`src/rtl/alarm_pkg.sv`:
```
package alarm_pkg;

  typedef enum logic [1:0] {
    MODE_IDLE = 2'd0,
    MODE_HOUR = 2'd1,
    MODE_MIN  = 2'd2
  } mode_e;

  typedef struct packed {
    logic [3:0] tens;
    logic [3:0] ones;
  } bcd2_t;

  // Fixed loop of edit modes driven by the set button.
  function automatic mode_e mode_after(mode_e m);
    case (m)
      MODE_IDLE: return MODE_HOUR;
      MODE_HOUR: return MODE_MIN;
      default:   return MODE_IDLE;
    endcase
  endfunction

  // One step up inside 00..lim, staying in BCD.
  function automatic bcd2_t bcd2_up(bcd2_t v, bcd2_t lim);
    bcd2_t r;
    if (v == lim) begin
      r = '0;
    end else if (v.ones == 4'd9) begin
      r.tens = v.tens + 4'd1;
      r.ones = 4'd0;
    end else begin
      r.tens = v.tens;
      r.ones = v.ones + 4'd1;
    end
    return r;
  endfunction

  // One step down inside 00..lim, staying in BCD.
  function automatic bcd2_t bcd2_down(bcd2_t v, bcd2_t lim);
    bcd2_t r;
    if (v == '0) begin
      r = lim;
    end else if (v.ones == 4'd0) begin
      r.tens = v.tens - 4'd1;
      r.ones = 4'd9;
    end else begin
      r.tens = v.tens;
      r.ones = v.ones - 4'd1;
    end
    return r;
  endfunction

  function automatic logic bcd2_le(bcd2_t v, bcd2_t lim);
    return (v.ones <= 4'd9) &&
           ((v.tens < lim.tens) || ((v.tens == lim.tens) && (v.ones <= lim.ones)));
  endfunction

endpackage

```
`src/rtl/btn_rise.sv`:
```
module btn_rise (
  input  logic clk,
  input  logic rst_n,
  input  logic level,
  output logic pulse
);
  logic prev_q;

  always_ff @(posedge clk) begin
    if (!rst_n) prev_q <= 1'b0;
    else        prev_q <= level;
  end

  assign pulse = level & ~prev_q;

  // a held level yields one event only
  a_r9_single_pulse: assert property (@(posedge clk) disable iff (!rst_n)
    pulse |=> !pulse);
endmodule

```
`src/rtl/alarm_mode_seq.sv`:
```
module alarm_mode_seq
  import alarm_pkg::*;
(
  input  logic  clk,
  input  logic  rst_n,
  input  logic  advance,
  output mode_e mode_q
);
  always_ff @(posedge clk) begin
    if (!rst_n)       mode_q <= MODE_IDLE;
    else if (advance) mode_q <= mode_after(mode_q);
  end

  a_r2_idle_to_hour: assert property (@(posedge clk) disable iff (!rst_n)
    (advance && mode_q == MODE_IDLE) |=> (mode_q == MODE_HOUR));
  a_r2_hour_to_min: assert property (@(posedge clk) disable iff (!rst_n)
    (advance && mode_q == MODE_HOUR) |=> (mode_q == MODE_MIN));
  a_r2_min_to_idle: assert property (@(posedge clk) disable iff (!rst_n)
    (advance && mode_q == MODE_MIN) |=> (mode_q == MODE_IDLE));
  a_r2_mode_hold: assert property (@(posedge clk) disable iff (!rst_n)
    !advance |=> $stable(mode_q));
  a_r2_mode_legal: assert property (@(posedge clk) disable iff (!rst_n)
    mode_q != 2'd3);
endmodule

```
`src/rtl/bcd_alarm_store.sv`:
```
module bcd_alarm_store
  import alarm_pkg::*;
#(
  parameter int HOUR_LIMIT   = 23,
  parameter int MINUTE_LIMIT = 59
) (
  input  logic  clk,
  input  logic  rst_n,
  input  mode_e mode,
  input  logic  up_evt,
  input  logic  dn_evt,
  output bcd2_t hour_q,
  output bcd2_t min_q
);
  localparam bcd2_t HOUR_TOP = '{tens: 4'(HOUR_LIMIT / 10),   ones: 4'(HOUR_LIMIT % 10)};
  localparam bcd2_t MIN_TOP  = '{tens: 4'(MINUTE_LIMIT / 10), ones: 4'(MINUTE_LIMIT % 10)};

  // Named events for the assertions
  logic step_up, step_dn, hour_edit, min_edit;
  assign step_up   = up_evt & ~dn_evt;
  assign step_dn   = dn_evt & ~up_evt;
  assign hour_edit = (mode == MODE_HOUR);
  assign min_edit  = (mode == MODE_MIN);

  always_ff @(posedge clk) begin
    if (!rst_n) begin
      hour_q <= '0;
      min_q  <= '0;
    end else begin
      if (hour_edit && step_up) hour_q <= bcd2_up(hour_q, HOUR_TOP);
      if (hour_edit && step_dn) hour_q <= bcd2_down(hour_q, HOUR_TOP);
      if (min_edit && step_up)  min_q  <= bcd2_up(min_q, MIN_TOP);
      if (min_edit && step_dn)  min_q  <= bcd2_down(min_q, MIN_TOP);
    end
  end

  a_r7_idle_hold: assert property (@(posedge clk) disable iff (!rst_n)
    (mode == MODE_IDLE) |=> ($stable(hour_q) && $stable(min_q)));
  a_r8_conflict_hold: assert property (@(posedge clk) disable iff (!rst_n)
    (up_evt && dn_evt) |=> ($stable(hour_q) && $stable(min_q)));
  a_r11_min_kept: assert property (@(posedge clk) disable iff (!rst_n)
    hour_edit |=> $stable(min_q));
  a_r11_hour_kept: assert property (@(posedge clk) disable iff (!rst_n)
    min_edit |=> $stable(hour_q));
  a_r3_hour_range: assert property (@(posedge clk) disable iff (!rst_n)
    bcd2_le(hour_q, HOUR_TOP));
  a_r5_min_range: assert property (@(posedge clk) disable iff (!rst_n)
    bcd2_le(min_q, MIN_TOP));
  a_r3_hour_wrap: assert property (@(posedge clk) disable iff (!rst_n)
    (hour_edit && step_up && hour_q == HOUR_TOP) |=> (hour_q == '0));
  a_r4_hour_wrap: assert property (@(posedge clk) disable iff (!rst_n)
    (hour_edit && step_dn && hour_q == '0) |=> (hour_q == HOUR_TOP));
endmodule

```
`src/rtl/alarm_bcd_setter.sv`:
```
module alarm_bcd_setter
  import alarm_pkg::*;
#(
  parameter int HOUR_LIMIT   = 23,
  parameter int MINUTE_LIMIT = 59
) (
  input  logic       clk,
  input  logic       rst_n,
  input  logic       set_btn,
  input  logic       inc_btn,
  input  logic       dec_btn,
  input  logic       alarm_en,
  input  logic [3:0] cur_hr_tens,
  input  logic [3:0] cur_hr_ones,
  input  logic [3:0] cur_min_tens,
  input  logic [3:0] cur_min_ones,
  output logic [3:0] alm_hr_tens,
  output logic [3:0] alm_hr_ones,
  output logic [3:0] alm_min_tens,
  output logic [3:0] alm_min_ones,
  output logic [1:0] mode_o,
  output logic       buzzer
);
  localparam int NUM_BTN = 3;

  logic [NUM_BTN-1:0] btn_lvl, btn_evt;
  assign btn_lvl = {dec_btn, inc_btn, set_btn};

  for (genvar g = 0; g < NUM_BTN; g++) begin : g_edge
    btn_rise u_rise (
      .clk   (clk),
      .rst_n (rst_n),
      .level (btn_lvl[g]),
      .pulse (btn_evt[g])
    );
  end

  mode_e mode_q;
  bcd2_t hour_q, min_q;

  alarm_mode_seq u_seq (
    .clk     (clk),
    .rst_n   (rst_n),
    .advance (btn_evt[0]),
    .mode_q  (mode_q)
  );

  bcd_alarm_store #(
    .HOUR_LIMIT   (HOUR_LIMIT),
    .MINUTE_LIMIT (MINUTE_LIMIT)
  ) u_store (
    .clk    (clk),
    .rst_n  (rst_n),
    .mode   (mode_q),
    .up_evt (btn_evt[1]),
    .dn_evt (btn_evt[2]),
    .hour_q (hour_q),
    .min_q  (min_q)
  );

  logic time_match;
  assign time_match = (hour_q == {cur_hr_tens, cur_hr_ones}) &&
                      (min_q  == {cur_min_tens, cur_min_ones});

  assign buzzer       = time_match & alarm_en;
  assign alm_hr_tens  = hour_q.tens;
  assign alm_hr_ones  = hour_q.ones;
  assign alm_min_tens = min_q.tens;
  assign alm_min_ones = min_q.ones;
  assign mode_o       = mode_q;

  a_r10_buzz_needs_enable: assert property (@(posedge clk) disable iff (!rst_n)
    buzzer |-> alarm_en);
  a_r10_buzz_minute_units: assert property (@(posedge clk) disable iff (!rst_n)
    buzzer |-> (alm_min_ones == cur_min_ones));
  a_r1_reset_idle: assert property (@(posedge clk)
    !rst_n |=> (mode_o == 2'd0 && alm_hr_tens == 4'd0 && alm_min_ones == 4'd0));
endmodule

```
`config.mk`:
```
export PLATFORM = sky130hd
export DESIGN_NAME = alarm_bcd_setter
export DESIGN_NICKNAME = d
export VERILOG_FILES = /design/src/rtl/alarm_pkg.sv /design/src/rtl/btn_rise.sv /design/src/rtl/alarm_mode_seq.sv /design/src/rtl/bcd_alarm_store.sv /design/src/rtl/alarm_bcd_setter.sv
export SDC_FILE = /design/constraint.sdc
export NUM_CORES = 1
export LEC_CHECK = 0
export ABC_CLOCK_PERIOD_IN_PS = 3700
export BUFFER_PORTS_ARGS = -buffer_cell sky130_fd_sc_hd__buf_2
export CORE_MARGIN = 3
export CORE_UTILIZATION = 30
export DETAILED_ROUTE_END_ITERATION = 16
export PLACE_DENSITY_LB_ADDON = 0.08
export SLEW_MARGIN = 20
export SYNTH_ARGS = -nofsm -noshare
export SYNTH_HDL_FRONTEND = slang
export SYNTH_SLANG_ARGS = --single-unit
```
`constraint.sdc`:
```
create_clock -name clk -period 3.7 [get_ports clk]
set_input_delay 0.185 -clock clk [delete_from_list [all_inputs] [get_ports clk]]
set_output_delay 0.185 -clock clk [all_outputs]
set_load 0.01 [all_outputs]
```
==> results.yml, run 1 <==
die:
  core_region_area_mm2: 0.00564
  fp.dieH_um: 83.2
  die_x_um: 83.2
  pin_count: 41
  start_util_pct: 31.7
  die_area_mm2: 0.00692
  rows: 27
hold_path:
  hp-class: "input pin to flip-flop"
  holdPathEnd: "g_edge[0].u_rise.prev_q"
  hold_depth: 2
  hold_start: "set_btn"
setup_path:
  reg2reg_from: "u_store.min_q[0]"
  crit_fanout: 10
  path_class: "flip-flop to flip-flop"
  crit_chain: "inv_1 > ha_1 > nor3b_1 > nand4_1 > a211oi_2 > a21boi_0 > o21ai_0"
  worstPathArrival_ns: 2.47
  cp_slowest_cell: "a211oi_2"
  reg2reg_to: "u_store.min_q[7]"
  worstPathRequired_ns: 3.86
  r2r_cells: 7
  path_delay_family: "compound AO/OA/AOI/OAI gates"
  cp_slowest_stage_delay_ns: 0.47
  startpoint_type: "flip-flop"
  r2r_slack_ns: 1.39
  crit_buf_inv: 1
  endpoint_kind: "flip-flop"
drt:
  wl_um: 4920
  vias: 1699
  firstDrtPassIters: 4
  wl_per_cell_um: 14.9
  drc_errors: 0
  drt_iter0_drc: 100
  antenna_left: 0
  via_per_inst: 5.13
place:
  hpwl_um: 3760
  place_area_mm2: 0.00204
  port-buffer-count: 40
  routabilityCongestion: 0.773
cts:
  cts_tree: "yes"
  cts_sinks: 21
  htreeDepth: 1
  clk_path_buf_depth: 2
  clk_pin_slew_ns: 0.09
  cts_buffers: 3
  cts-resized-gates: 0
  clock-root-buffer: "clkbuf_8"
  clk_latency_ns: 0.27
  hold_buffers: 0
  post-cts-setup-buffers: 0
logic_synthesis:
  ys_warn_count: 0
  synth_ff_type: "dfxtp_1"
  avgSynthCellArea_um2: 7.98
  netlist.area_leader.share_pct: 23.5
  yosys.area_share.adder_pct: 11.2
  synth_area_leader_cell: "dfxtp_1"
  yosysSeqAreaShare_pct: 23.5
  yosysUniqueCellTypes: 52
  synth_top_family_by_area: "simple AND/OR/NAND/NOR gates"
  ys_top_cells_by_count: "21 x dfxtp_1, 16 x ha_1"
  netlist_instances: 224
  ys_seq_elements: 21
  synth_compound_area_share_pct: 21.7
  netlist_area_mm2: 0.00179
  synth_xor_area_share_pct: 10.3
  synth_fp_nets: 262
  synthSimpleGateAreaFrac_pct: 26.7
  yosysMostFrequentCell: "dfxtp_1"
  async_flop_share_pct: 0
  synth_area_leaders: "dfxtp_1 24%, ha_1 11%, xnor2_1 6.9%, a21oi_1 3.9%, xor2_1 3.4%"
  synthMuxAreaShare_pct: 1.68
  synth_edf_count: 0
global_routing:
  grt_antenna_before_repair: 0
  grt-ovfl-total: 0
  grt_pass1_wl_um: 8080
  grt_pass1_vias: 1566
  grt_max_degree: 15
  track_usage_pct: 14.2
power:
  fin_total_pwr_mw: 0.498
  power.density_mw_per_mm2: 239
  vdd_drop_max_mv: 0.128
  p_leak_nw: 0.823
sta:
  fin_crit_ns: 2.31
  report.final.hold_viol_count: 0
  tightest_slew_ns: 0.537
  setup_tns_ns: 0
  period_share_pct: 62.3
  setup_viol: 0
  fmax_ghz: 0.434
  relSlewSlack_pct: 64.2
  slew_violations: 0
  fin_skew_ns: 0.00479
  rsz0062_at_grt: "false"
cells_and_area:
  multi_input_area_mm2: 0.00128
  drive_gt1_share_pct: 20.5
  syn2layout_area_growth_pct: 16.7
  final_nets: 298
  antenna_cells: 0
  fin_area_mm2: 0.00208
  fillers: 597
  area.sequential_um2: 420
run:
  drv_cap: 0
status:
  status: "complete, no violations"
[kinds of logic after synthesis]
group | after synthesis
compound gates | 56
xor+xnor | 21
fa+ha+maj | 16
buf+inv | 21
flops | 21
mux | 3
simple gates | 86
[sequential cells by signal, indices dropped and copies added (netlist names)]
name	flops
u_store.min_q	8
u_seq.mode_q	2
g_edge.u_rise.prev_q	3
u_store.hour_q	8
[layer usage]
| layer | wire length (um) | track usage, % |
|---|---|---|
| met4 | 53 | 3.57 |
| met3 | 199 | 2.18 |
| met5 | 0 | 0 |
| met1 | 2590 | 21.6 |
| met2 | 2080 | 20.6 |
[placed cells by master (no fill, tap or decap), types with 2 or more instances in the layout]
cell type,netlist,layout
a211oi_1,3,3
a21oi_1,14,14
a221oi_1,2,2
a311oi_1,2,2
a31oi_1,4,4
and2_1,4,4
buf_2,1,40
clkbuf_8,0,3
dfxtp_1,21,21
ha_1,16,16
inv_1,11,11
mux2i_1,3,3
nand2_1,14,14
nand2b_1,9,9
nand3_1,8,8
nand3b_1,4,4
nand4_1,4,4
nor2_1,14,14
nor2b_1,6,6
nor3_1,8,8
nor3b_1,2,2
nor4_1,3,3
o21a_1,3,3
o21ai_0,8,8
o21bai_1,2,2
o22ai_1,2,2
o32ai_1,4,4
xnor2_1,14,14
xor2_1,7,7
[stage by stage]
step / hold WS (ns) / util [%] / instances / setup slack, ns
2_1_floorplan: 0.307 / - / 224 / 1.70
3_3_place_gp: 0.408 / 36.1 / 327 / 1.57
3_5_place_dp: 0.407 / 36.1 / 327 / 1.46
4_1_cts: 0.125 / 36.9 / 331 / 1.45
5_1_grt: 0.147 / 36.9 / 331 / 1.18
6_report: 0.127 / 36.9 / 331 / 1.39
[worst max-delay path by stage]
stage / startpoint / to / slack [ns] / cells past startpoint
detailed placement: u_store.min_q[0] / u_store.min_q[7] / 1.46 / 7
global placement: u_store.min_q[0] / u_store.min_q[7] / 1.57 / 7
floorplan: u_store.min_q[0] / u_store.min_q[7] / 1.70 / 8
finish: u_store.min_q[0] / u_store.min_q[7] / 1.39 / 7
CTS: u_store.min_q[0] / u_store.min_q[7] / 1.45 / 7
global route: u_store.min_q[0] / u_store.min_q[7] / 1.18 / 7
[power breakdown]
part,total (mW),switching [mW],internal [mW]
Combinational,0.0945,0.0543,0.0402
Sequential,0.241,0.00890,0.232
Clock,0.162,0.0871,0.0754
Total,0.498,0.150,0.347
[worst reg2reg max path, stage by stage (launching register included)]
cell      delay (ns)
dfxtp_1         0.42
inv_1           0.12
ha_1            0.20
nor3b_1         0.36
nand4_1         0.32
a211oi_2        0.47
a21boi_0        0.21
o21ai_0         0.10
[layout make-up]
cell class,count,share of cell area (%)
multi-input cells,182,61.3
well taps,72,4.32
clock inverters,1,0.240
inverters,11,1.98
clock buffers,3,1.98
flip-flops and latches,21,20.2
repair buffers,41,9.96
Note: power is estimated with default switching activity, not from simulation.
==> run 2: changes to the inputs <==
--- a/config.mk
+++ b/config.mk
@@ -5,7 +5,7 @@
 export SDC_FILE = /design/constraint.sdc
 export NUM_CORES = 1
 export LEC_CHECK = 0
-export ABC_CLOCK_PERIOD_IN_PS = 3700
+export ABC_CLOCK_PERIOD_IN_PS = 2300
 export BUFFER_PORTS_ARGS = -buffer_cell sky130_fd_sc_hd__buf_2
 export CORE_MARGIN = 3
 export CORE_UTILIZATION = 30
==> constraint.sdc (replaced) <==
create_clock -name clk -period 2.3 [get_ports clk]
set_input_delay 0.115 -clock clk [delete_from_list [all_inputs] [get_ports clk]]
set_output_delay 0.115 -clock clk [all_outputs]
set_load 0.01 [all_outputs]
==> run 2 against run 1 <==
Sequential cell count stayed put; utilization is 1.2 points higher; power is 63% higher; sequential power is 60% higher.
==> results.yml, run 2 (synthesized netlist as in run 1, its figures left out) <==
status:
  status: "complete, no violations"
sta:
  fin_crit_ns: 1.96
  tightest_slew_ns: 0.593
  setup_viol: 0
  period_share_pct: 85.3
  rsz0062_at_grt: "false"
  fmax_ghz: 0.509
  fin_hold_ws_ns: 0.0510
  fin_skew_ns: 0.00339
  slew_violations: 0
  fin_ws_ns: 0.337
  relSlewSlack_pct: 60.2
  report.final.hold_viol_count: 0
  setup_tns_ns: 0
setup_path:
  path_class: "flip-flop to output pin"
  crit_buf_inv: 1
  cp_slowest_cell: "dfxtp_1"
  reg2reg_to: "u_store.hour_q[4]"
  path_depth: 5
  worstPathArrival_ns: 1.85
  endpoint_kind: "output pin"
  path_delay_family: "simple AND/OR/NAND/NOR gates"
  worstPathRequired_ns: 2.18
  r2r_cells: 7
  startpoint_type: "flip-flop"
  cp_slowest_stage_delay_ns: 0.54
  reg2reg_from: "u_store.hour_q[0]"
  cp_common_cell: "nor4_1"
  r2r_slack_ns: 0.35
  crit_fanout: 10
  crit_chain: "xor2_1 > nor4_1 > nand4_1 > nor4_1 > buf_2"
global_routing:
  grt_max_degree: 15
  grt_antenna_before_repair: 0
  grt_pass1_wl_um: 8650
  grt-ovfl-total: 0
  grt_pass1_vias: 1661
  track_usage_pct: 15.2
power:
  swShare_pct: 31.0
  clkPwrFrac_pct: 33.4
  vdd_drop_max_mv: 0.193
  power.density_mw_per_mm2: 378
  seqPwrFrac_pct: 47.5
  cell_internal_pwr_mw: 0.561
  p_leak_nw: 0.861
  comb_power_share_pct: 19.1
  switchingPower_mw: 0.253
die:
  start_util_pct: 31.7
  die_area_mm2: 0.00692
  pin_count: 41
  core_region_area_mm2: 0.00564
  fp.dieH_um: 83.2
  rows: 27
  die_x_um: 83.2
cells_and_area:
  fin_area_mm2: 0.00215
  final_nets: 305
  layout_common_cells: "40 x buf_2, 21 x dfxtp_1, 16 x ha_1"
  mostFrequentLayoutCell: "buf_2"
  utilization_pct: 38.1
  drive_gt1_share_pct: 22.9
  antenna_cells: 0
  top_regs: "u_store.hour_q x8, u_store.min_q x8, g_edge.u_rise.prev_q x3"
  syn2layout_area_growth_pct: 20.3
drt:
  drt_iter0_drc: 64
  wl_met2_um: 2160
  drc_errors: 0
  vias: 1710
  via_per_inst: 5.06
  wl_met3_um: 199
  top_layer: "met4"
  wl_met1_um: 2680
  wl_per_cell_um: 15.1
  antenna_left: 0
  firstDrtPassIters: 6
  wl_um: 5110
cts:
  post-cts-setup-buffers: 0
  cts_sinks: 21
  cts_tree: "yes"
  clk_latency_ns: 0.27
  clock-root-buffer: "clkbuf_8"
  hold_buffers: 0
  cts-resized-gates: 0
  clk_path_buf_depth: 2
  clk_pin_slew_ns: 0.09
  cts_buffers: 3
  htreeDepth: 1
place:
  routabilityCongestion: 0.827
  dp_slack_ns: 0.261
  place_area_mm2: 0.00209
  port-buffer-count: 40
  hpwl_um: 3900
hold_path:
  hold_depth: 2
  hold_start: "set_btn"
  hp-class: "input pin to flip-flop"
  holdPathEnd: "g_edge[0].u_rise.prev_q"
run:
  drv_cap: 0
## run 2: cell type report
cell class                      instances  area (um2)
Clock inverter                          1        5.00
Timing Repair Buffer                   48         260
Sequential cell                        21         420
Inverter                               11        41.3
Clock buffer                            3        41.3
Tap cell                               72        90.1
Multi-Input combinational cell        182        1290
Fill cell                             613        3490
## run 2: worst register-to-register path, stage by stage (launching register included)
cell     delay (ns)
dfxtp_1        0.39
inv_1          0.15
ha_1           0.17
or3b_1         0.43
nor4_2         0.20
a21oi_1        0.11
or3_1          0.34
a21oi_2        0.11
## run 2: power groups by stage
stage | Clock [mW] | Sequential [mW] | Combinational, mW
3_5_place_dp | 0 | 0.394 | 0.154
4_1_cts | 0.281 | 0.386 | 0.155
6_report | 0.272 | 0.386 | 0.155
5_1_grt | 0.300 | 0.389 | 0.176
3_3_place_gp | 0 | 0.394 | 0.158
2_1_floorplan | 0 | 0.394 | 0.0973
## run 2: worst max path at each step
| stage | from | endpoint | slack (ns) |
|---|---|---|---|
| floorplan | u_store.min_q[0] | u_store.min_q[7] | 0.30 |
| global placement | u_store.min_q[0] | u_store.min_q[7] | 0.32 |
| detailed placement | u_store.min_q[0] | u_store.min_q[7] | 0.26 |
| CTS | u_store.min_q[0] | u_store.min_q[7] | 0.24 |
| global route | u_store.min_q[0] | u_store.min_q[7] | 0.07 |
| finish | u_store.min_q[4] | buzzer | 0.34 |
## run 2: metrics by stage
stage	power, mW	std cells
after floorplan	0.492	224
after global placement	0.552	334
after detailed placement	0.549	334
after CTS	0.822	338
after global routing	0.865	338
final	0.814	338
## run 2: layer usage
metal	GRT usage, %	up-vias
met3	3.08	7
met1	22.3	780
met5	0	-
met4	4.75	0
li1	-	889
met2	22.2	34
==> run 3: changes to the inputs <==
--- a/config.mk
+++ b/config.mk
@@ -5,12 +5,15 @@
 export SDC_FILE = /design/constraint.sdc
 export NUM_CORES = 1
 export LEC_CHECK = 0
+export ABC_AREA = 1
 export ABC_CLOCK_PERIOD_IN_PS = 2300
 export BUFFER_PORTS_ARGS = -buffer_cell sky130_fd_sc_hd__buf_2
+export CAP_MARGIN = 10
 export CORE_MARGIN = 3
 export CORE_UTILIZATION = 30
 export DETAILED_ROUTE_END_ITERATION = 16
 export PLACE_DENSITY_LB_ADDON = 0.08
+export SKIP_LAST_GASP = 1
 export SLEW_MARGIN = 20
 export SYNTH_ARGS = -nofsm -noshare
 export SYNTH_HDL_FRONTEND = slang
==> run 3 against run 2 <==
Clock skew rose by 0.0062 ns; register-to-register slack improved by 0.25 ns; count of clock-buffer cells in the layout did not move; via count rose by 14%; critical endpoint is now u_store.min_q[4].
==> results.yml, run 3 <==
status:
  status: "complete, no violations"
hold_path:
  hp-class: "input pin to flip-flop"
  hold_depth: 3
  holdPathEnd: "g_edge[0].u_rise.prev_q"
  hold_start: "set_btn"
sta:
  relSlewSlack_pct: 73.3
  period_share_pct: 73.8
  tightest_slew_ns: 0.401
  report.final.hold_viol_count: 0
  fin_skew_ns: 0.00963
  rsz0062_at_grt: "false"
  setup_tns_ns: 0
  setup_viol: 0
  fmax_ghz: 0.589
  fin_ws_ns: 0.603
  slew_violations: 0
  fin_crit_ns: 1.70
  fin_hold_ws_ns: 0.0407
cts:
  cts_tree: "yes"
  clock-root-buffer: "clkbuf_8"
  hold_buffers: 0
  cts_buffers: 3
  clk_path_buf_depth: 2
  post-cts-setup-buffers: 0
  clk_latency_ns: 0.27
  cts-resized-gates: 0
  clk_pin_slew_ns: 0.08
  cts_sinks: 21
  htreeDepth: 1
die:
  die_x_um: 87.0
  start_util_pct: 32.1
  rows: 28
  pin_count: 41
  die_area_mm2: 0.00756
  fp.dieH_um: 87.0
  core_region_area_mm2: 0.00613
global_routing:
  grt_pass1_vias: 1782
  grt_pass1_wl_um: 8670
  track_usage_pct: 14.4
  grt-ovfl-total: 0
  grt_max_degree: 20
  busiest_layer: "met2"
  use_met1_pct: 18.5
  use_met3_pct: 2.74
  grt_antenna_before_repair: 0
  grt_use_met2_pct: 25.2
logic_synthesis:
  synth_area_leaders: "dfxtp_1 21%, nand2_1 13%, ha_1 10%, nand3_1 7.9%, inv_1 7.4%"
  synth_area_leader_cell: "dfxtp_1"
  yosysUniqueCellTypes: 32
  synth_edf_count: 0
  netlist_instances: 301
  ys_warn_count: 0
  synth_compound_area_share_pct: 9.03
  avgSynthCellArea_um2: 6.53
  synth_top_family_by_area: "simple AND/OR/NAND/NOR gates"
  yosysSeqAreaShare_pct: 21.4
  netlist_area_mm2: 0.00197
  netlist.area_leader.share_pct: 21.4
  ys_top_cells_by_count: "69 x nand2_1, 39 x inv_1, 35 x nor2_1"
  ys_seq_elements: 21
  yosysMostFrequentCell: "nand2_1"
  synthSimpleGateAreaFrac_pct: 40.3
  synth_fp_nets: 339
  synth_xor_area_share_pct: 8.46
  async_flop_share_pct: 0
  synth_ff_type: "dfxtp_1"
  synthMuxAreaShare_pct: 0
  yosys.area_share.adder_pct: 10.2
drt:
  firstDrtPassIters: 4
  wl_um: 5130
  drc_errors: 0
  vias: 1941
  via_per_inst: 4.68
  antenna_left: 0
  drt_iter0_drc: 56
  wl_per_cell_um: 12.4
setup_path:
  crit_chain: "inv_1 > ha_1 > nand3_2 > nand3_1 > nand3_2 > clkinv_1 > nand2_1 > nand2_1 > nor2_1"
  path_class: "flip-flop to flip-flop"
  startpoint_type: "flip-flop"
  reg2reg_from: "u_store.min_q[0]"
  crit_buf_inv: 2
  cp_slowest_stage_delay_ns: 0.46
  endpoint_kind: "flip-flop"
  cp_slowest_cell: "dfxtp_1"
  r2r_slack_ns: 0.60
  path_delay_family: "simple AND/OR/NAND/NOR gates"
  worstPathArrival_ns: 1.90
  reg2reg_to: "u_store.min_q[4]"
  crit_fanout: 8
  worstPathRequired_ns: 2.51
  r2r_cells: 9
cells_and_area:
  syn2layout_area_growth_pct: 16.0
  final_cells: 415
  layout_common_cells: "69 x nand2_1, 40 x buf_2, 39 x inv_1"
  final_nets: 379
  mostFrequentLayoutCell: "nand2_1"
  fin_area_mm2: 0.00228
  utilization_pct: 37.2
  top_regs: "u_store.hour_q x8, u_store.min_q x8, g_edge.u_rise.prev_q x3"
  antenna_cells: 0
  drive_gt1_share_pct: 20.6
power:
  fin_total_pwr_mw: 0.830
  vdd_drop_max_mv: 0.204
  p_leak_nw: 1.25
  power.density_mw_per_mm2: 364
place:
  port-buffer-count: 40
  hpwl_um: 4070
  place_area_mm2: 0.00223
  dp.cells: 411
  dp_slack_ns: 0.625
  routabilityCongestion: 0.806
run:
  drv_cap: 0
## run 3: cell types whose count changed in the layout (fill, tap and decap cells not counted), sizes merged, moves of 5 or more
cell / previous run / this run
xor2: 7 / 15
nor2b: 6 / 0
nand2b: 9 / 0
nor3: 9 / 1
xnor2: 14 / 4
a21oi: 15 / 6
nand2: 14 / 73
buf: 48 / 40
inv: 11 / 47
nand3: 8 / 39
nor2: 15 / 41
o21ai: 8 / 13
## run 3: area by class of cell
| cell class | count | area [um2] |
|---|---|---|
| fill | 678 | 3850 |
| tap | 75 | 93.8 |
| timing repair buffer | 40 | 200 |
| multi-input combinational | 226 | 1340 |
| sequential | 21 | 420 |
| clock buffer | 3 | 41.3 |
| clock inverter | 1 | 5.00 |
| inverter | 49 | 184 |
## run 3: worst max-delay path by stage
stage                           start          endpoint  cells past startpoint
floorplan            u_store.min_q[0]  u_store.min_q[4]                      9
global placement     u_store.min_q[0]  u_store.min_q[4]                      9
detailed placement   u_store.min_q[0]  u_store.min_q[4]                      9
CTS                 u_store.hour_q[2]            buzzer                      6
global route         u_store.min_q[6]            buzzer                      6
finish               u_store.min_q[0]  u_store.min_q[4]                      9
## run 3: logic make-up (layout without fill, tap and decap cells)
group | after synthesis | after routing
flops | 21 | 21
simple gates | 161 | 161
buf+inv | 54 | 93
compound gates | 30 | 30
fa+ha+maj | 16 | 16
xor+xnor | 19 | 19
## run 3: routing by layer
metal | routed length [um] | up-vias
li1 | - | 1034
met1 | 2390 | 867
met4 | 33 | 0
met2 | 2490 | 36
met3 | 214 | 4
met5 | 0 | -
## run 3: where the power goes
part	leakage (nW)	switching (mW)	total, mW	internal [mW]
Clock	0.0255	0.141	0.262	0.121
Sequential	0.171	0.0141	0.389	0.375
Combinational	1.06	0.112	0.179	0.0674
Total	1.25	0.267	0.830	0.563
## run 3: worst min-delay path: stages
cell	delay, ns
buf_2	0.08
nand2_1	0.04
inv_1	0.04
